===== src/rtl/sram_ctrl_pkg.sv =====
// Shared types of the asynchronous SRAM controller.
// Assumes: one transfer in flight at a time.
package sram_ctrl_pkg;

    // Phases of one memory transfer
    typedef enum logic [2:0] {
        PH_IDLE  = 3'd0,
        PH_READ  = 3'd1,
        PH_WRITE = 3'd2,
        PH_HOLD  = 3'd3,
        PH_TURN  = 3'd4
    } phase_t;

endpackage


===== src/rtl/sram_wait_cnt.sv =====
// Down-counter for wait states. A load sets the number of remaining cycles
// minus one; `last` flags the final cycle of the phase.
// Assumes: the load value fits CNT_W bits.
module sram_wait_cnt #(
    parameter int CNT_W = 2
) (
    input  logic             clk,
    input  logic             rst_n,
    input  logic             load,
    input  logic [CNT_W-1:0] load_val,
    output logic             last
);

    logic [CNT_W-1:0] cnt_q;

    // Load on phase entry, otherwise count down to zero and stay there
    always_ff @(posedge clk) begin
        if (!rst_n)
            cnt_q <= '0;
        else if (load)
            cnt_q <= load_val;
        else if (cnt_q != '0)
            cnt_q <= cnt_q - 1'b1;
    end

    assign last = (cnt_q == '0);

endmodule


===== src/rtl/sram_ctrl_seq.sv =====
// Transfer sequencer: IDLE -> READ or WRITE -> (HOLD) -> TURN -> IDLE.
// Emits the strobes that latch a request, capture read data and finish.
// Assumes: RD_WAIT, WR_WAIT and TURN_WAIT are all at least 1.
module sram_ctrl_seq
    import sram_ctrl_pkg::*;
#(
    parameter int RD_WAIT   = 2,
    parameter int WR_WAIT   = 2,
    parameter int TURN_WAIT = 1,
    parameter int CNT_W     = 2
) (
    input  logic             clk,
    input  logic             rst_n,
    input  logic             req,
    input  logic             req_we,
    input  logic             cnt_last,
    output phase_t           phase_d,
    output logic             cnt_load,
    output logic [CNT_W-1:0] cnt_val,
    output logic             accept,
    output logic             capture,
    output logic             finish
);

    localparam logic [CNT_W-1:0] RD_LOAD   = CNT_W'(RD_WAIT - 1);
    localparam logic [CNT_W-1:0] WR_LOAD   = CNT_W'(WR_WAIT - 1);
    localparam logic [CNT_W-1:0] TURN_LOAD = CNT_W'(TURN_WAIT - 1);

    phase_t phase_q;

    // Next-phase and strobe decode
    always_comb begin
        phase_d  = phase_q;
        cnt_load = 1'b0;
        cnt_val  = '0;
        accept   = 1'b0;
        capture  = 1'b0;
        finish   = 1'b0;
        unique case (phase_q)
            PH_IDLE: if (req) begin
                accept   = 1'b1;
                cnt_load = 1'b1;
                phase_d  = req_we ? PH_WRITE : PH_READ;
                cnt_val  = req_we ? WR_LOAD : RD_LOAD;
            end
            PH_READ: if (cnt_last) begin
                capture  = 1'b1;
                finish   = 1'b1;
                cnt_load = 1'b1;
                cnt_val  = TURN_LOAD;
                phase_d  = PH_TURN;
            end
            PH_WRITE: if (cnt_last) phase_d = PH_HOLD;
            PH_HOLD: begin
                finish   = 1'b1;
                cnt_load = 1'b1;
                cnt_val  = TURN_LOAD;
                phase_d  = PH_TURN;
            end
            PH_TURN: if (cnt_last) phase_d = PH_IDLE;
            default: phase_d = PH_IDLE;
        endcase
    end

    // Phase register
    always_ff @(posedge clk) begin
        if (!rst_n) phase_q <= PH_IDLE;
        else        phase_q <= phase_d;
    end

endmodule


===== src/rtl/sram_ctrl_pins.sv =====
// Request latch, read capture and registered memory-pin drive.
// Pins are decoded from the next phase and registered, so they change
// together with the phase and carry no decode glitches.
// Assumes: accept, capture and finish come from sram_ctrl_seq.
module sram_ctrl_pins
    import sram_ctrl_pkg::*;
#(
    parameter int ADDR_W = 17,
    parameter int DATA_W = 8
) (
    input  logic              clk,
    input  logic              rst_n,
    input  phase_t            phase_d,
    input  logic              accept,
    input  logic              capture,
    input  logic              finish,
    input  logic [ADDR_W-1:0] req_addr,
    input  logic [DATA_W-1:0] req_wdata,
    input  logic [DATA_W-1:0] mem_dq_in,
    output logic [DATA_W-1:0] rsp_rdata,
    output logic              rsp_done,
    output logic [ADDR_W-1:0] mem_addr,
    output logic              mem_sel_n,
    output logic              mem_sel,
    output logic              mem_wr_n,
    output logic              mem_rd_n,
    output logic [DATA_W-1:0] mem_dq_out,
    output logic              mem_dq_oe
);

    logic sel_nxt;

    assign sel_nxt = (phase_d == PH_READ) || (phase_d == PH_WRITE) ||
                     (phase_d == PH_HOLD);

    // Latch address and write byte when a request is accepted
    always_ff @(posedge clk) begin
        if (!rst_n) begin
            mem_addr   <= '0;
            mem_dq_out <= '0;
        end else if (accept) begin
            mem_addr   <= req_addr;
            mem_dq_out <= req_wdata;
        end
    end

    // Capture read data and raise the one-cycle done pulse
    always_ff @(posedge clk) begin
        if (!rst_n) begin
            rsp_rdata <= '0;
            rsp_done  <= 1'b0;
        end else begin
            rsp_done <= finish;
            if (capture) rsp_rdata <= mem_dq_in;
        end
    end

    // Registered memory control pins
    always_ff @(posedge clk) begin
        if (!rst_n) begin
            mem_sel_n <= 1'b1;
            mem_sel   <= 1'b0;
            mem_wr_n  <= 1'b1;
            mem_rd_n  <= 1'b1;
            mem_dq_oe <= 1'b0;
        end else begin
            mem_sel_n <= !sel_nxt;
            mem_sel   <= sel_nxt;
            mem_wr_n  <= (phase_d != PH_WRITE);
            mem_rd_n  <= (phase_d != PH_READ);
            mem_dq_oe <= (phase_d == PH_WRITE) || (phase_d == PH_HOLD);
        end
    end

endmodule


===== src/rtl/sram_async_ctrl.sv =====
// Top of the asynchronous SRAM controller: joins the sequencer, the
// wait-state counter and the pin stage.
// Assumes: wait-state parameters are >= 1 and chosen from clock period
// and part speed; the requester waits for rsp_done between requests.
module sram_async_ctrl
    import sram_ctrl_pkg::*;
#(
    parameter int ADDR_W    = 17,
    parameter int DATA_W    = 8,
    parameter int RD_WAIT   = 2,
    parameter int WR_WAIT   = 2,
    parameter int TURN_WAIT = 1
) (
    input  logic              clk,
    input  logic              rst_n,
    input  logic              req,
    input  logic              req_we,
    input  logic [ADDR_W-1:0] req_addr,
    input  logic [DATA_W-1:0] req_wdata,
    output logic [DATA_W-1:0] rsp_rdata,
    output logic              rsp_done,
    output logic [ADDR_W-1:0] mem_addr,
    output logic              mem_sel_n,
    output logic              mem_sel,
    output logic              mem_wr_n,
    output logic              mem_rd_n,
    output logic [DATA_W-1:0] mem_dq_out,
    input  logic [DATA_W-1:0] mem_dq_in,
    output logic              mem_dq_oe
);

    localparam int MAX_RW  = (RD_WAIT > WR_WAIT) ? RD_WAIT : WR_WAIT;
    localparam int MAX_ALL = (MAX_RW > TURN_WAIT) ? MAX_RW : TURN_WAIT;
    localparam int CNT_W   = (MAX_ALL > 1) ? $clog2(MAX_ALL) : 1;

    phase_t           phase_d;
    logic             cnt_load;
    logic [CNT_W-1:0] cnt_val;
    logic             cnt_last;
    logic             accept;
    logic             capture;
    logic             finish;

    sram_ctrl_seq #(
        .RD_WAIT   (RD_WAIT),
        .WR_WAIT   (WR_WAIT),
        .TURN_WAIT (TURN_WAIT),
        .CNT_W     (CNT_W)
    ) u_seq (
        .clk      (clk),
        .rst_n    (rst_n),
        .req      (req),
        .req_we   (req_we),
        .cnt_last (cnt_last),
        .phase_d  (phase_d),
        .cnt_load (cnt_load),
        .cnt_val  (cnt_val),
        .accept   (accept),
        .capture  (capture),
        .finish   (finish)
    );

    sram_wait_cnt #(
        .CNT_W (CNT_W)
    ) u_cnt (
        .clk      (clk),
        .rst_n    (rst_n),
        .load     (cnt_load),
        .load_val (cnt_val),
        .last     (cnt_last)
    );

    sram_ctrl_pins #(
        .ADDR_W (ADDR_W),
        .DATA_W (DATA_W)
    ) u_pins (
        .clk        (clk),
        .rst_n      (rst_n),
        .phase_d    (phase_d),
        .accept     (accept),
        .capture    (capture),
        .finish     (finish),
        .req_addr   (req_addr),
        .req_wdata  (req_wdata),
        .mem_dq_in  (mem_dq_in),
        .rsp_rdata  (rsp_rdata),
        .rsp_done   (rsp_done),
        .mem_addr   (mem_addr),
        .mem_sel_n  (mem_sel_n),
        .mem_sel    (mem_sel),
        .mem_wr_n   (mem_wr_n),
        .mem_rd_n   (mem_rd_n),
        .mem_dq_out (mem_dq_out),
        .mem_dq_oe  (mem_dq_oe)
    );

endmodule


===== config.mk =====
export PLATFORM = sky130hd
export DESIGN_NAME = sram_async_ctrl
export DESIGN_NICKNAME = d
export VERILOG_FILES = /design/src/rtl/sram_ctrl_pkg.sv /design/src/rtl/sram_wait_cnt.sv /design/src/rtl/sram_ctrl_seq.sv /design/src/rtl/sram_ctrl_pins.sv /design/src/rtl/sram_async_ctrl.sv
export SDC_FILE = /design/constraint.sdc
export NUM_CORES = 1
export LEC_CHECK = 0
export ABC_AREA = 0
export ABC_CLOCK_PERIOD_IN_PS = 1750
export BUFFER_PORTS_ARGS = -buffer_cell sky130_fd_sc_hd__buf_2
export CORE_AREA = 2 2 64 66
export DETAILED_ROUTE_END_ITERATION = 10
export DIE_AREA = 0 0 66 68
export PLACE_DENSITY_LB_ADDON = 0.2
export SETUP_SLACK_MARGIN = 0.1
export SLEW_MARGIN = 20
export SYNTH_ARGS = -nofsm -noshare
export SYNTH_HDL_FRONTEND = slang
export SYNTH_SLANG_ARGS = --single-unit

===== constraint.sdc =====
create_clock -name clk -period 1.75 [get_ports clk]
set_input_delay 0.175 -clock clk [delete_from_list [all_inputs] [get_ports clk]]
set_output_delay 0.175 -clock clk [all_outputs]
set_load 0.01 [all_outputs]

; Word level (Yosys, flattened, before mapping)
; Index checks and enable logic that the tools add are counted.
[classes]
n_eq_ne = 9
n_addsub = 1
n_mux = 14
n_reduce_logical = 5
[op_table]
columns = operator, n
row1 = one-hot mux 3 bit (5 select lines), 1
row2 = "== test 3 x 2 -> 1 bit, second input constant", 4
row3 = 2-to-1 mux 3 bit, 4
row4 = "== test 3 x 1 -> 1 bit, second input constant", 2
row5 = 2-to-1 mux 1 bit, 6
row6 = "== test 3 bit, second input constant", 1
row7 = logical NOT 3 bit, 1
row8 = logical OR 1 bit, 3
row9 = "inequality test 3 x 1 -> 1 bit, second input constant", 1
row10 = "inequality test 3 x 2 -> 1 bit, second input constant", 1
row11 = one-hot mux 1 bit (3 select lines), 1
row12 = 2-to-1 mux 2 bit, 1
row13 = one-hot mux 1 bit (2 select lines), 1
row14 = logical NOT 1 bit, 1
row15 = "subtractor 1 bit, second input constant", 1
[totals]
regBits = 43
in_bits = 37
elab_cells = 40

; Logic depth before layout (Yosys ltp)
; Gate-level depths: netlist of run 1.
[logic_depth]
word_depth = 7
ltp_mapped = 6
ltp_nobuf = 3

; Cells and area by module
; From an unflattened synthesis of run 1, not the netlist that was laid out.
[hier_totals]
cells_unflattened = 144
area_unflattened_um2 = 1639.1
[by_module_without_submodules]
columns = mod, area_each_um2, n_inst, cells_per_inst, seq_area_each_um2
row1 = sram_ctrl_pins, 1435.1, 1, 119, 780.7
row2 = sram_ctrl_seq, 173.9, 1, 22, 60.1
row3 = sram_wait_cnt, 30.0, 1, 3, 20.0

; Least setup slack after synthesis of run 1
; Ideal clock, no wire load.
[synth_timing]
path_kind = flip-flop to flip-flop
startpoint = reg u_seq.phase_q[1]
endpoint = reg u_pins.mem_addr[10]
path_stages_with_launch = 7
slack_ns = 0.332
setup_ns = 0.116
arrival_time_ns = 1.302
cell_sequence = dfxtp_1 > buf_6 > or4b_4 > buf_6 > buf_6 > nand2_1 > a21boi_1
[synth_between]
elab_chain_cells = 2
[synth_lines]
columns = item, line
row1 = start: declaration, sram_ctrl_seq.sv:29  ; phase_t phase_q;
row2 = start signal: assignment, sram_ctrl_seq.sv:68  ; else phase_q <= phase_d;
row3 = logical NOT 3 bit, sram_ctrl_seq.sv:39  ; unique case (phase_q)
row4 = 2-to-1 mux 1 bit, sram_ctrl_seq.sv:39
row5 = end signal: assignment, sram_ctrl_pins.sv:42  ; mem_addr <= req_addr;
row6 = end: declaration, sram_ctrl_pins.sv:22  ; output logic [ADDR_W-1:0] mem_addr,
; Every way passes these cells.
; A chain may end at the register's enable or synchronous reset.

; Worst setup path in the final report of run 1
[layout_timing]
startpoint = reg u_seq.phase_q[0]
endpoint = reg u_pins.rsp_rdata[5]
[layout_between]
elab_chain_cells = 2
[layout_lines]
columns = item, line
row1 = == test 3 x 1 -> 1 bit, sram_ctrl_seq.sv:39
row2 = 2-to-1 mux 1 bit, sram_ctrl_seq.sv:39
row3 = end signal: assignment, sram_ctrl_pins.sv:54  ; if (capture) rsp_rdata <= mem_dq_in;
row4 = end: declaration, sram_ctrl_pins.sv:20  ; output logic [DATA_W-1:0] rsp_rdata,
; Every way passes these cells.

==> impl_metrics.env, run 1 <==
export IMPL_status="complete, no violations"
export IMPL_ys_seq_elements=43
export IMPL_wl_met1_mm=1.67
export IMPL_post_synth_instance_area_mm2=0.00163
export IMPL_setup_viol=0
export IMPL_clock_skew_final_ns=0.00298
export IMPL_fillCellCount=399
export IMPL_grt_antenna_before_repair=0
export IMPL_timing_critical_path_to_type="flip-flop"
export IMPL_post_cts_resized=0
export IMPL_finalHoldViolations=0
export IMPL_share_of_synthesized_registers_carrying_an_async_set_or_reset_pct=0
export IMPL_cts_sink_count=43
export IMPL_drt_antenna_violating_nets=0
export IMPL_clock_latency_ns=0.28
export IMPL_worstPathArrival_ns=1.66
export IMPL_synthesis_instances=177
export IMPL_grt_overflow_total=0
export IMPL_holdCritPathClass="in -> reg"
export IMPL_yosysUniqueCellTypes=25
export IMPL_p_leak_uw=0.000976
export IMPL_grt_pass1_vias=1178
export IMPL_clkTransAtPathRegs_ns=0.08
export IMPL_wl_per_cell_um=11.1
export IMPL_multi_input_comb_area_um2=686
export IMPL_pwr_density_cell_mw_per_mm2=1000
export IMPL_initial_utilization_pct=42.3
export IMPL_max_freq_ghz=0.668
export IMPL_finalCriticalPeriod_ns=1.50
export IMPL_cts_tree="done"
export IMPL_rsz0062_at_grt="false"
export IMPL_remaining_drc_errors=0
export IMPL_utilization_pct=54.3
export IMPL_cts_max_level=2
export IMPL_firstDrtPassIters=5
export IMPL_met3_length_um=287
export IMPL_part_of_the_cycle_the_worst_path_needs_pct=85.5
export IMPL_layout_area_overhead_vs_synth_pct=28.4
export IMPL_dp_hpwl_mm=2.26
export IMPL_io_pin_count=76
export IMPL_startpoint_type="flip-flop"
export IMPL_grt_start_max_net_pins=27
export IMPL_die_y_um=68
export IMPL_regArea_um2=861
export IMPL_wire_length_on_met2_mm=1.40
export IMPL_synth_seq_area_share_pct=52.7
export IMPL_finalMaxSlewViolations=0
export IMPL_mappedNetlistNets=214
export IMPL_worst_pin_slew_ns=0.464
export IMPL_design_final_nets=287
export IMPL_num_rows=23
export IMPL_post_route_cells_drive_above_1_share_pct=35.5
export IMPL_cts_root_buf="clkbuf_8"
export IMPL_yosysWarnings=0
export IMPL_place_gp_congestion=0.734
export IMPL_clk_path_buf_depth=2
export IMPL_timing_critical_path_required_ns=1.92
export IMPL_cts_buffers=5
export IMPL_vias=1379
export IMPL_crit_type="reg -> reg"
export IMPL_drt_initial_drc_count=54
export IMPL_vias_per_instance=4.58
export IMPL_vdd_drop_max_v=0.000616
export IMPL_slew_limit_headroom_pct=68.9
export IMPL_post_cts_setup_buffer_count=0
export IMPL_grtUsageTotal_pct=15.4
export IMPL_finalWirelength_mm=3.36
export IMPL_antennaDiodeCount=0
export IMPL_worst_path_max_fanout=11
export IMPL_synth_top_flop_cell="dfxtp_1"
export IMPL_top_routing_layer_used="met3"
export IMPL_cap_violations=0
export IMPL_io_buffers=75
export IMPL_fp_dieArea_mm2=0.00449
export IMPL_grt_first_pass_wirelength_mm=5.30
export IMPL_finalSetupTns_ns=0
export IMPL_count_of_flip_flops_with_a_built_in_enable_after_synthesis=0
export IMPL_syn_avg_cell_area_um2=9.22
export IMPL_die_w_um=66
export IMPL_holdBufCountCts=0
export IMPL_core_area_mm2=0.00386
-- cell type report --
type	count	share of cell area (%)
repair buffers	79	19.3
clock inverters	1	0.239
flip-flops and latches	43	41.1
well taps	50	2.99
clock buffers	7	3.64
multi-input cells	121	32.7
-- state kept, by name (all words and copies together) (netlist names) --
name / count
u_pins.mem_sel: 1
u_pins.mem_dq_oe: 1
u_pins.rsp_done: 1
u_pins.mem_addr: 17
u_cnt.cnt_q: 1
u_seq.phase_q: 3
u_pins.mem_dq_out: 8
u_pins.mem_wr_n: 1
u_pins.mem_sel_n: 1
u_pins.rsp_rdata: 8
u_pins.mem_rd_n: 1
-- per-stage QoR --
step / hold slack [ns] / setup slack, ns / area, um2 / cells / power, uW
2_1_floorplan: 0.310 / 0.332 / 1630 / 177 / 1400
3_3_place_gp: 0.416 / 0.263 / 2010 / 293 / 1540
3_5_place_dp: 0.422 / 0.271 / 2010 / 293 / 1540
4_1_cts: 0.116 / 0.242 / 2100 / 301 / 2130
5_1_grt: 0.108 / 0.135 / 2100 / 301 / 2240
6_report: 0.124 / 0.253 / 2100 / 301 / 2100
-- placed cells by master (no fill, tap or decap), drive strengths merged --
cell / n
nand2b: 2
a21boi: 33
buf: 79
nor3b: 1
a21oi: 2
o311ai: 1
or4b: 2
nor2b: 1
o21a: 1
dfxtp: 43
mux2: 1
nor4b: 4
and2: 3
clkbuf: 7
and3b: 1
nor2: 1
a211oi: 1
a21o: 1
clkinv: 1
nand2: 66
-- worst paths after layout --
kind / startpoint / end / slack (ns) / cells after the start
worst max register to register: u_seq.phase_q[0] / u_pins.rsp_rdata[5] / 0.25 / 3
worst max-delay path: u_seq.phase_q[0] / u_pins.rsp_rdata[5] / 0.25 / 3
worst min register to register: u_pins.mem_addr[11] / u_pins.mem_addr[11] / 0.45 / 2
worst min-delay path: req_addr[13] / u_pins.mem_addr[13] / 0.12 / 3
-- logic make-up after synthesis --
logic type / share of synthesized area (%)
compound gates: 17.7
buf+inv: 5.29
flops: 52.7
mux: 0.690
simple gates: 23.6
-- layer usage --
layer,vias up,global-route usage (%)
met1,594,21.0
met4,0,4.59
met5,-,0
met2,58,22.5
li1,727,-
met3,0,5.92
-- cells in the mapped netlist, types with 2 or more instances --
cell type | number | area [um2]
a21boi_1 | 20 | 150
buf_6 | 4 | 45.0
nand2b_1 | 2 | 12.5
clkbuf_1 | 5 | 18.8
a21oi_1 | 2 | 10.0
dfxtp_1 | 43 | 861
buf_2 | 3 | 15.0
nor4b_1 | 2 | 17.5
a21boi_0 | 13 | 97.6
and2_1 | 3 | 18.8
nand2_1 | 66 | 248
-- power breakdown --
group | switching, uW | leakage, uW | internal [uW]
sequential | 55.7 | 0.000353 | 1070
clock | 306 | 0.0000422 | 280
combinational | 211 | 0.000582 | 181
-- critical path, cell delays in order (launching register included) --
cell	delay, ns
dfxtp_1	0.55
or4b_1	0.64
nand2_1	0.12
a21boi_0	0.08
(Power assumes the default switching activity.)
==> run 2: changes to the inputs <==
--- a/config.mk
+++ b/config.mk
@@ -5,12 +5,12 @@
 export SDC_FILE = /design/constraint.sdc
 export NUM_CORES = 1
 export LEC_CHECK = 0
-export ABC_AREA = 0
+export ABC_AREA = 1
 export ABC_CLOCK_PERIOD_IN_PS = 1750
 export BUFFER_PORTS_ARGS = -buffer_cell sky130_fd_sc_hd__buf_2
-export CORE_AREA = 2 2 64 66
+export CORE_AREA = 2 2 63 65
 export DETAILED_ROUTE_END_ITERATION = 10
-export DIE_AREA = 0 0 66 68
+export DIE_AREA = 0 0 65 67
 export PLACE_DENSITY_LB_ADDON = 0.2
 export SETUP_SLACK_MARGIN = 0.1
 export SLEW_MARGIN = 20
==> impl_metrics.env, run 2 <==
export IMPL_crit_type="reg -> reg"
export IMPL_drt_antenna_violating_nets=0
export IMPL_remaining_drc_errors=0
export IMPL_synthMostInstantiatedCell="dfxtp_1"
export IMPL_path_depth_of_the_worst_reg2reg_path=7
export IMPL_yosysUniqueCellTypes=15
export IMPL_worst_pin_slew_ns=0.422
export IMPL_finalCriticalPeriod_ns=1.38
export IMPL_firstDrtPassIters=4
export IMPL_worst_path_max_fanout=11
export IMPL_worst_setup_path_endpoint="u_pins.rsp_rdata[3]"
export IMPL_clock_latency_ns=0.29
export IMPL_synth_top_flop_cell="dfxtp_1"
export IMPL_antennaDiodeCount=0
export IMPL_part_of_the_cycle_the_worst_path_needs_pct=79.0
export IMPL_post_cts_setup_buffer_count=0
export IMPL_max_freq_ghz=0.723
export IMPL_holdCritPathClass="in -> reg"
export IMPL_drt_initial_drc_count=47
export IMPL_finalHoldViolations=0
export IMPL_timing_critical_path_to_type="flip-flop"
export IMPL_critPathLaunch="u_seq.phase_q[2]"
export IMPL_finalMaxSlewViolations=0
export IMPL_cts_sink_count=43
export IMPL_status="complete, no violations"
export IMPL_share_of_synthesized_registers_carrying_an_async_set_or_reset_pct=0
export IMPL_grt_pass1_vias=1454
export IMPL_worstPathArrival_ns=1.57
export IMPL_r2r_start="u_seq.phase_q[2]"
export IMPL_post_cts_resized=0
export IMPL_num_rows=22
export IMPL_post_synth_instance_area_mm2=0.00157
export IMPL_holdBufCountCts=0
export IMPL_slew_limit_headroom_pct=71.8
export IMPL_synth_seq_area_share_pct=55.0
export IMPL_yosysWarnings=0
export IMPL_clkTransAtPathRegs_ns=0.07
export IMPL_grt_overflow_total=0
export IMPL_multi_input_comb_area_um2=601
export IMPL_die_w_um=65
export IMPL_synth_area_leader_cell="dfxtp_1"
export IMPL_finalInstanceArea_mm2=0.00209
export IMPL_ff2ff_setup_slack_ns=0.37
export IMPL_power_share_sequential_pct=47.9
export IMPL_power_switching_share_pct=28.1
export IMPL_finalSetupTns_ns=0
export IMPL_syn_avg_cell_area_um2=8.03
export IMPL_post_route_cells_drive_above_1_share_pct=33.1
export IMPL_reg2reg_to="u_pins.rsp_rdata[3]"
export IMPL_fp_dieArea_mm2=0.00436
export IMPL_regArea_um2=861
export IMPL_io_pin_count=76
export IMPL_power_combinational_fraction_pct=21.8
export IMPL_synth_top_area_share_pct=55.0
export IMPL_mostFrequentLayoutCell="buf_2"
export IMPL_synthesis_instances=195
export IMPL_cts_max_level=2
export IMPL_wl_per_cell_um=11.0
export IMPL_ys_seq_elements=43
export IMPL_cts_root_buf="clkbuf_8"
export IMPL_share_clk_of_total_power_pct=30.3
export IMPL_highest_count_cells_in_the_layout_ignoring_fill_and_taps="buf_2, dfxtp_1, nand2_1"
export IMPL_number_of_flip_flops_under_the_largest_register_name=17
export IMPL_grt_antenna_before_repair=0
export IMPL_finalWirelength_mm=3.49
export IMPL_vias_per_instance=4.76
export IMPL_initial_utilization_pct=43.4
export IMPL_dp_hpwl_mm=2.48
export IMPL_vdd_drop_max_v=0.000617
export IMPL_cts_tree="done"
export IMPL_internal_power_uw=1720
export IMPL_mappedNetlistNets=232
export IMPL_startpoint_type="flip-flop"
export IMPL_largest_cells_by_area_after_synthesis="dfxtp_1, nand3_1, a21oi_1"
export IMPL_cell_area_after_placement_mm2=0.00198
export IMPL_largest_register="u_pins.mem_addr"
export IMPL_rsz0062_at_grt="false"
export IMPL_timing_critical_path_required_ns=1.94
export IMPL_grtUsageTotal_pct=17.6
export IMPL_cap_violations=0
export IMPL_place_gp_congestion=0.777
export IMPL_cts_buffers=5
export IMPL_design_final_nets=306
export IMPL_fillCellCount=378
export IMPL_pwr_density_cell_mw_per_mm2=1140
export IMPL_io_buffers=75
export IMPL_die_y_um=67
export IMPL_core_area_mm2=0.00361
export IMPL_grt_start_max_net_pins=27
export IMPL_clock_skew_final_ns=0.00787
export IMPL_vias=1509
export IMPL_clk_path_buf_depth=2
export IMPL_power_switching_uw=671
export IMPL_largest_registers="u_pins.mem_addr x17, u_pins.mem_dq_out x8, u_pins.rsp_rdata x8"
export IMPL_setup_viol=0
export IMPL_count_of_flip_flops_with_a_built_in_enable_after_synthesis=0
export IMPL_synth_commonest_cells="dfxtp_1, nand2_1, nand3_1"
export IMPL_layout_area_overhead_vs_synth_pct=33.2
export IMPL_p_leak_uw=0.00100
export IMPL_grt_first_pass_wirelength_mm=6.00
## run 2: cell count changes after synthesis, sizes merged, moves of 3 or more
cell	delta
clkbuf	+3
a21oi	+26
and2	-3
nand2	-29
a21boi	-33
buf	-3
nor4b	-4
nand4	+3
nand3	+30
o21ai	+9
inv	+10
nor2	+19
## run 2: stage by stage
| stage | util [%] | total power [uW] | setup WS [ns] | hold WS [ns] | cells |
|---|---|---|---|---|---|
| after global placement | 55.0 | 1690 | 0.358 | 0.425 | 310 |
| after floorplan | - | 1510 | 0.413 | 0.311 | 195 |
| after CTS | 57.9 | 2410 | 0.349 | 0.131 | 317 |
| after global routing | 57.9 | 2540 | 0.153 | 0.144 | 317 |
| final | 57.9 | 2390 | 0.367 | 0.132 | 317 |
| after detailed placement | 55.0 | 1690 | 0.373 | 0.432 | 310 |
## run 2: how the worst min path moves through the flow
stage / start / to / slack [ns] / cells after the start
after global placement: mem_dq_in[5] / u_pins.rsp_rdata[5] / 0.43 / 3
after global routing: req_wdata[3] / u_pins.mem_dq_out[3] / 0.14 / 3
final: mem_dq_in[5] / u_pins.rsp_rdata[5] / 0.13 / 3
after floorplan: rst_n / u_pins.rsp_rdata[5] / 0.31 / 2
after CTS: mem_dq_in[1] / u_pins.rsp_rdata[1] / 0.13 / 3
after detailed placement: mem_dq_in[1] / u_pins.rsp_rdata[1] / 0.43 / 3
## run 2: per-layer routing
layer  track usage (%)  wire, um  part of all wire, %  up-vias
met5                 0         0                    0        -
li1                  -         -                    -      788
met3              5.57       262                  7.5       10
met1              22.3      1610                   46      657
met4              7.98        69                  2.0        0
met2              27.4      1550                   44       54
## run 2: power groups by stage
stage	clock, uW	combinational, uW	sequential, uW
3_3_place_gp	0	523	1170
3_5_place_dp	0	525	1170
6_report	724	520	1140
5_1_grt	785	599	1160
2_1_floorplan	0	300	1210
4_1_cts	741	526	1140
## run 2: worst max-delay path, stage by stage (launching register included)
cell	delay, ns
dfxtp_1	0.42
inv_1	0.11
nand2_1	0.07
nor2_1	0.04
nand2_1	0.25
inv_1	0.21
nor2_1	0.13
nor2_1	0.05
## run 2: final cells by class
cell class	count	area share (%)
clock inverter	1	1.44
sequential	43	41.2
timing repair buffer	80	20.4
clock buffer	6	3.48
tap	48	2.88
inverter	10	1.80
multi-input combinational	129	28.8
## run 2: logic make-up after synthesis
family	after synthesis	share of synthesized area, %
AOI/OAI and AO/OA	38	12.2
and+or+nand+nor	91	26.1
DFF	43	55.0
buffers and inverters	23	6.71
==> run 3: changes to the inputs <==
--- a/config.mk
+++ b/config.mk
@@ -6,7 +6,7 @@
 export NUM_CORES = 1
 export LEC_CHECK = 0
 export ABC_AREA = 1
-export ABC_CLOCK_PERIOD_IN_PS = 1750
+export ABC_CLOCK_PERIOD_IN_PS = 1300
 export BUFFER_PORTS_ARGS = -buffer_cell sky130_fd_sc_hd__buf_2
 export CORE_AREA = 2 2 63 65
 export DETAILED_ROUTE_END_ITERATION = 10
==> constraint.sdc (replaced) <==
create_clock -name clk -period 1.3 [get_ports clk]
set_input_delay 0.13 -clock clk [delete_from_list [all_inputs] [get_ports clk]]
set_output_delay 0.13 -clock clk [all_outputs]
set_load 0.01 [all_outputs]
==> impl_metrics.env, run 3 (same netlist as run 2, synthesis figures left out) <==
export IMPL_cts_tree="done"
export IMPL_cts_root_buf="clkbuf_8"
export IMPL_status="complete, no violations"
export IMPL_cts_buffers=5
export IMPL_vias_per_instance=4.78
export IMPL_worstPathArrival_ns=1.41
export IMPL_fin_cells=323
export IMPL_vias=1544
export IMPL_cts_sink_count=43
export IMPL_finalSetupTns_ns=0
export IMPL_startpoint_type="flip-flop"
export IMPL_part_of_the_cycle_the_worst_path_needs_pct=91.5
export IMPL_setup_viol=0
export IMPL_number_of_flip_flops_under_the_largest_register_name=17
export IMPL_vdd_drop_max_v=0.000657
export IMPL_io_buffers=75
export IMPL_power_switching_share_pct=29.5
export IMPL_wl_per_cell_um=11.5
export IMPL_worst_path_max_fanout=8
export IMPL_clock_skew_final_ns=0.00697
export IMPL_power_switching_uw=967
export IMPL_timing_critical_path_slowest_cell_delay_ns=0.35
export IMPL_core_area_mm2=0.00361
export IMPL_grtUsageTotal_pct=18.3
export IMPL_critical_path_n_buffers_inverters=2
export IMPL_timing_critical_path_to_type="flip-flop"
export IMPL_rsz0062_at_grt="true"
export IMPL_io_pin_count=76
export IMPL_layout_area_overhead_vs_synth_pct=39.8
export IMPL_grt_pass1_vias=1394
export IMPL_largest_registers="u_pins.mem_addr x17, u_pins.mem_dq_out x8, u_pins.rsp_rdata x8"
export IMPL_initial_utilization_pct=43.4
export IMPL_worst_path_max_delay_cell="dfxtp_2"
export IMPL_finalWirelength_mm=3.72
export IMPL_antennaDiodeCount=0
export IMPL_design_final_nets=312
export IMPL_crit_path_frequent_cell="buf_12"
export IMPL_share_clk_of_total_power_pct=25.4
export IMPL_grt_overflow_total=0
export IMPL_place_gp_congestion=0.769
export IMPL_timing_critical_path_required_ns=1.52
export IMPL_num_rows=22
export IMPL_slew_limit_headroom_pct=85.0
export IMPL_drt_initial_drc_count=64
export IMPL_placed_cells=311
export IMPL_worst_pin_slew_ns=0.225
export IMPL_finalHoldViolations=0
export IMPL_drt_antenna_violating_nets=0
export IMPL_mostFrequentLayoutCell="buf_2"
export IMPL_pwr_density_cell_mw_per_mm2=1490
export IMPL_fp_dieArea_mm2=0.00436
export IMPL_max_freq_ghz=0.840
export IMPL_detailedPlace_worstSlack_ns=0.0427
export IMPL_holdBufCountCts=0
export IMPL_internal_power_uw=2310
export IMPL_highest_count_cells_in_the_layout_ignoring_fill_and_taps="buf_2, dfxtp_1, nand2_1"
export IMPL_p_leak_uw=0.00104
export IMPL_finalWorstSetupSlack_ns=0.110
export IMPL_remaining_drc_errors=0
export IMPL_holdCritPathClass="in -> reg"
export IMPL_cap_violations=0
export IMPL_grt_first_pass_wirelength_mm=6.09
export IMPL_finalMaxSlewViolations=0
export IMPL_crit_path_cells="nor3_4, buf_12, buf_12, nand3_1, a21oi_2"
export IMPL_dp_hpwl_mm=2.49
export IMPL_largest_register="u_pins.mem_addr"
export IMPL_post_route_cells_drive_above_1_share_pct=39.6
export IMPL_clk_path_buf_depth=2
export IMPL_clock_latency_ns=0.29
export IMPL_die_w_um=65
export IMPL_total_power_uw=3270
export IMPL_worst_path_dominant_cell_family="flip-flops"
export IMPL_cts_max_level=2
export IMPL_grt_antenna_before_repair=0
export IMPL_firstDrtPassIters=4
export IMPL_crit_type="reg -> reg"
export IMPL_power_share_sequential_pct=47.2
export IMPL_finalCriticalPeriod_ns=1.19
export IMPL_power_combinational_fraction_pct=27.4
export IMPL_grt_start_max_net_pins=27
export IMPL_clkTransAtPathRegs_ns=0.08
export IMPL_die_y_um=67
export IMPL_utilization_pct=60.7
==> run 3: cell type report <==
type,instances,area [um2]
flip-flops and latches,43,865
inverters,10,37.5
fillers,351,1420
well taps,48,60.1
multi-input cells,129,637
clock buffers,6,82.6
clock inverters,1,5.00
repair buffers,86,503
==> run 3: per-layer routing <==
layer | vias to the layer above | GRT usage (%) | part of all wire (%) | wire (um)
li1 | 799 | - | - | -
met2 | 57 | 28.7 | 45 | 1670
met5 | - | 0 | 0 | 0
met3 | 4 | 7.60 | 8.5 | 317
met4 | 0 | 5.59 | 1.1 | 40
met1 | 684 | 22.9 | 45 | 1690
==> run 3: what timing repair did <==
item | in CTS | in global routing
setup endpoints to repair | 34 | 38
resized for setup | 6 | 16
endpoints found under the hold margin | 0 | 0
setup buffers | 3 | 1
pin swaps | 1 | 2
cloned | 1 | 0
==> run 3: metrics by stage <==
step / hold slack (ns) / cell area, um2
after floorplan: 0.266 / 1590
after global placement: 0.381 / 1990
after detailed placement: 0.384 / 1990
after CTS: 0.0826 / 2160
after global routing: 0.0836 / 2190
final: 0.0768 / 2190
==> run 3: final timing paths <==
kind	cells past startpoint	slack (ns)	startpoint	to
worst max-delay path	5	0.11	u_seq.phase_q[2]	u_pins.mem_addr[15]
worst min-delay path	3	0.08	mem_dq_in[6]	u_pins.rsp_rdata[6]
worst max register to register	5	0.11	u_seq.phase_q[2]	u_pins.mem_addr[15]
worst min register to register	2	0.46	u_pins.mem_dq_out[3]	u_pins.mem_dq_out[3]
==> run 3: worst register-to-register path: cells and delay by family (launching register included) <==
family / cells / cell delay (ns)
simple gates: 2 / 0.33
buf+inv: 2 / 0.28
flops: 1 / 0.35
compound gates: 1 / 0.17
==> run 3: power groups by stage <==
stage	logic (uW)	registers, uW	clock network, uW
after floorplan	423	1630	0
after global placement	724	1570	0
after detailed placement	730	1570	0
after CTS	873	1540	856
after global routing	992	1560	938
final	896	1540	833
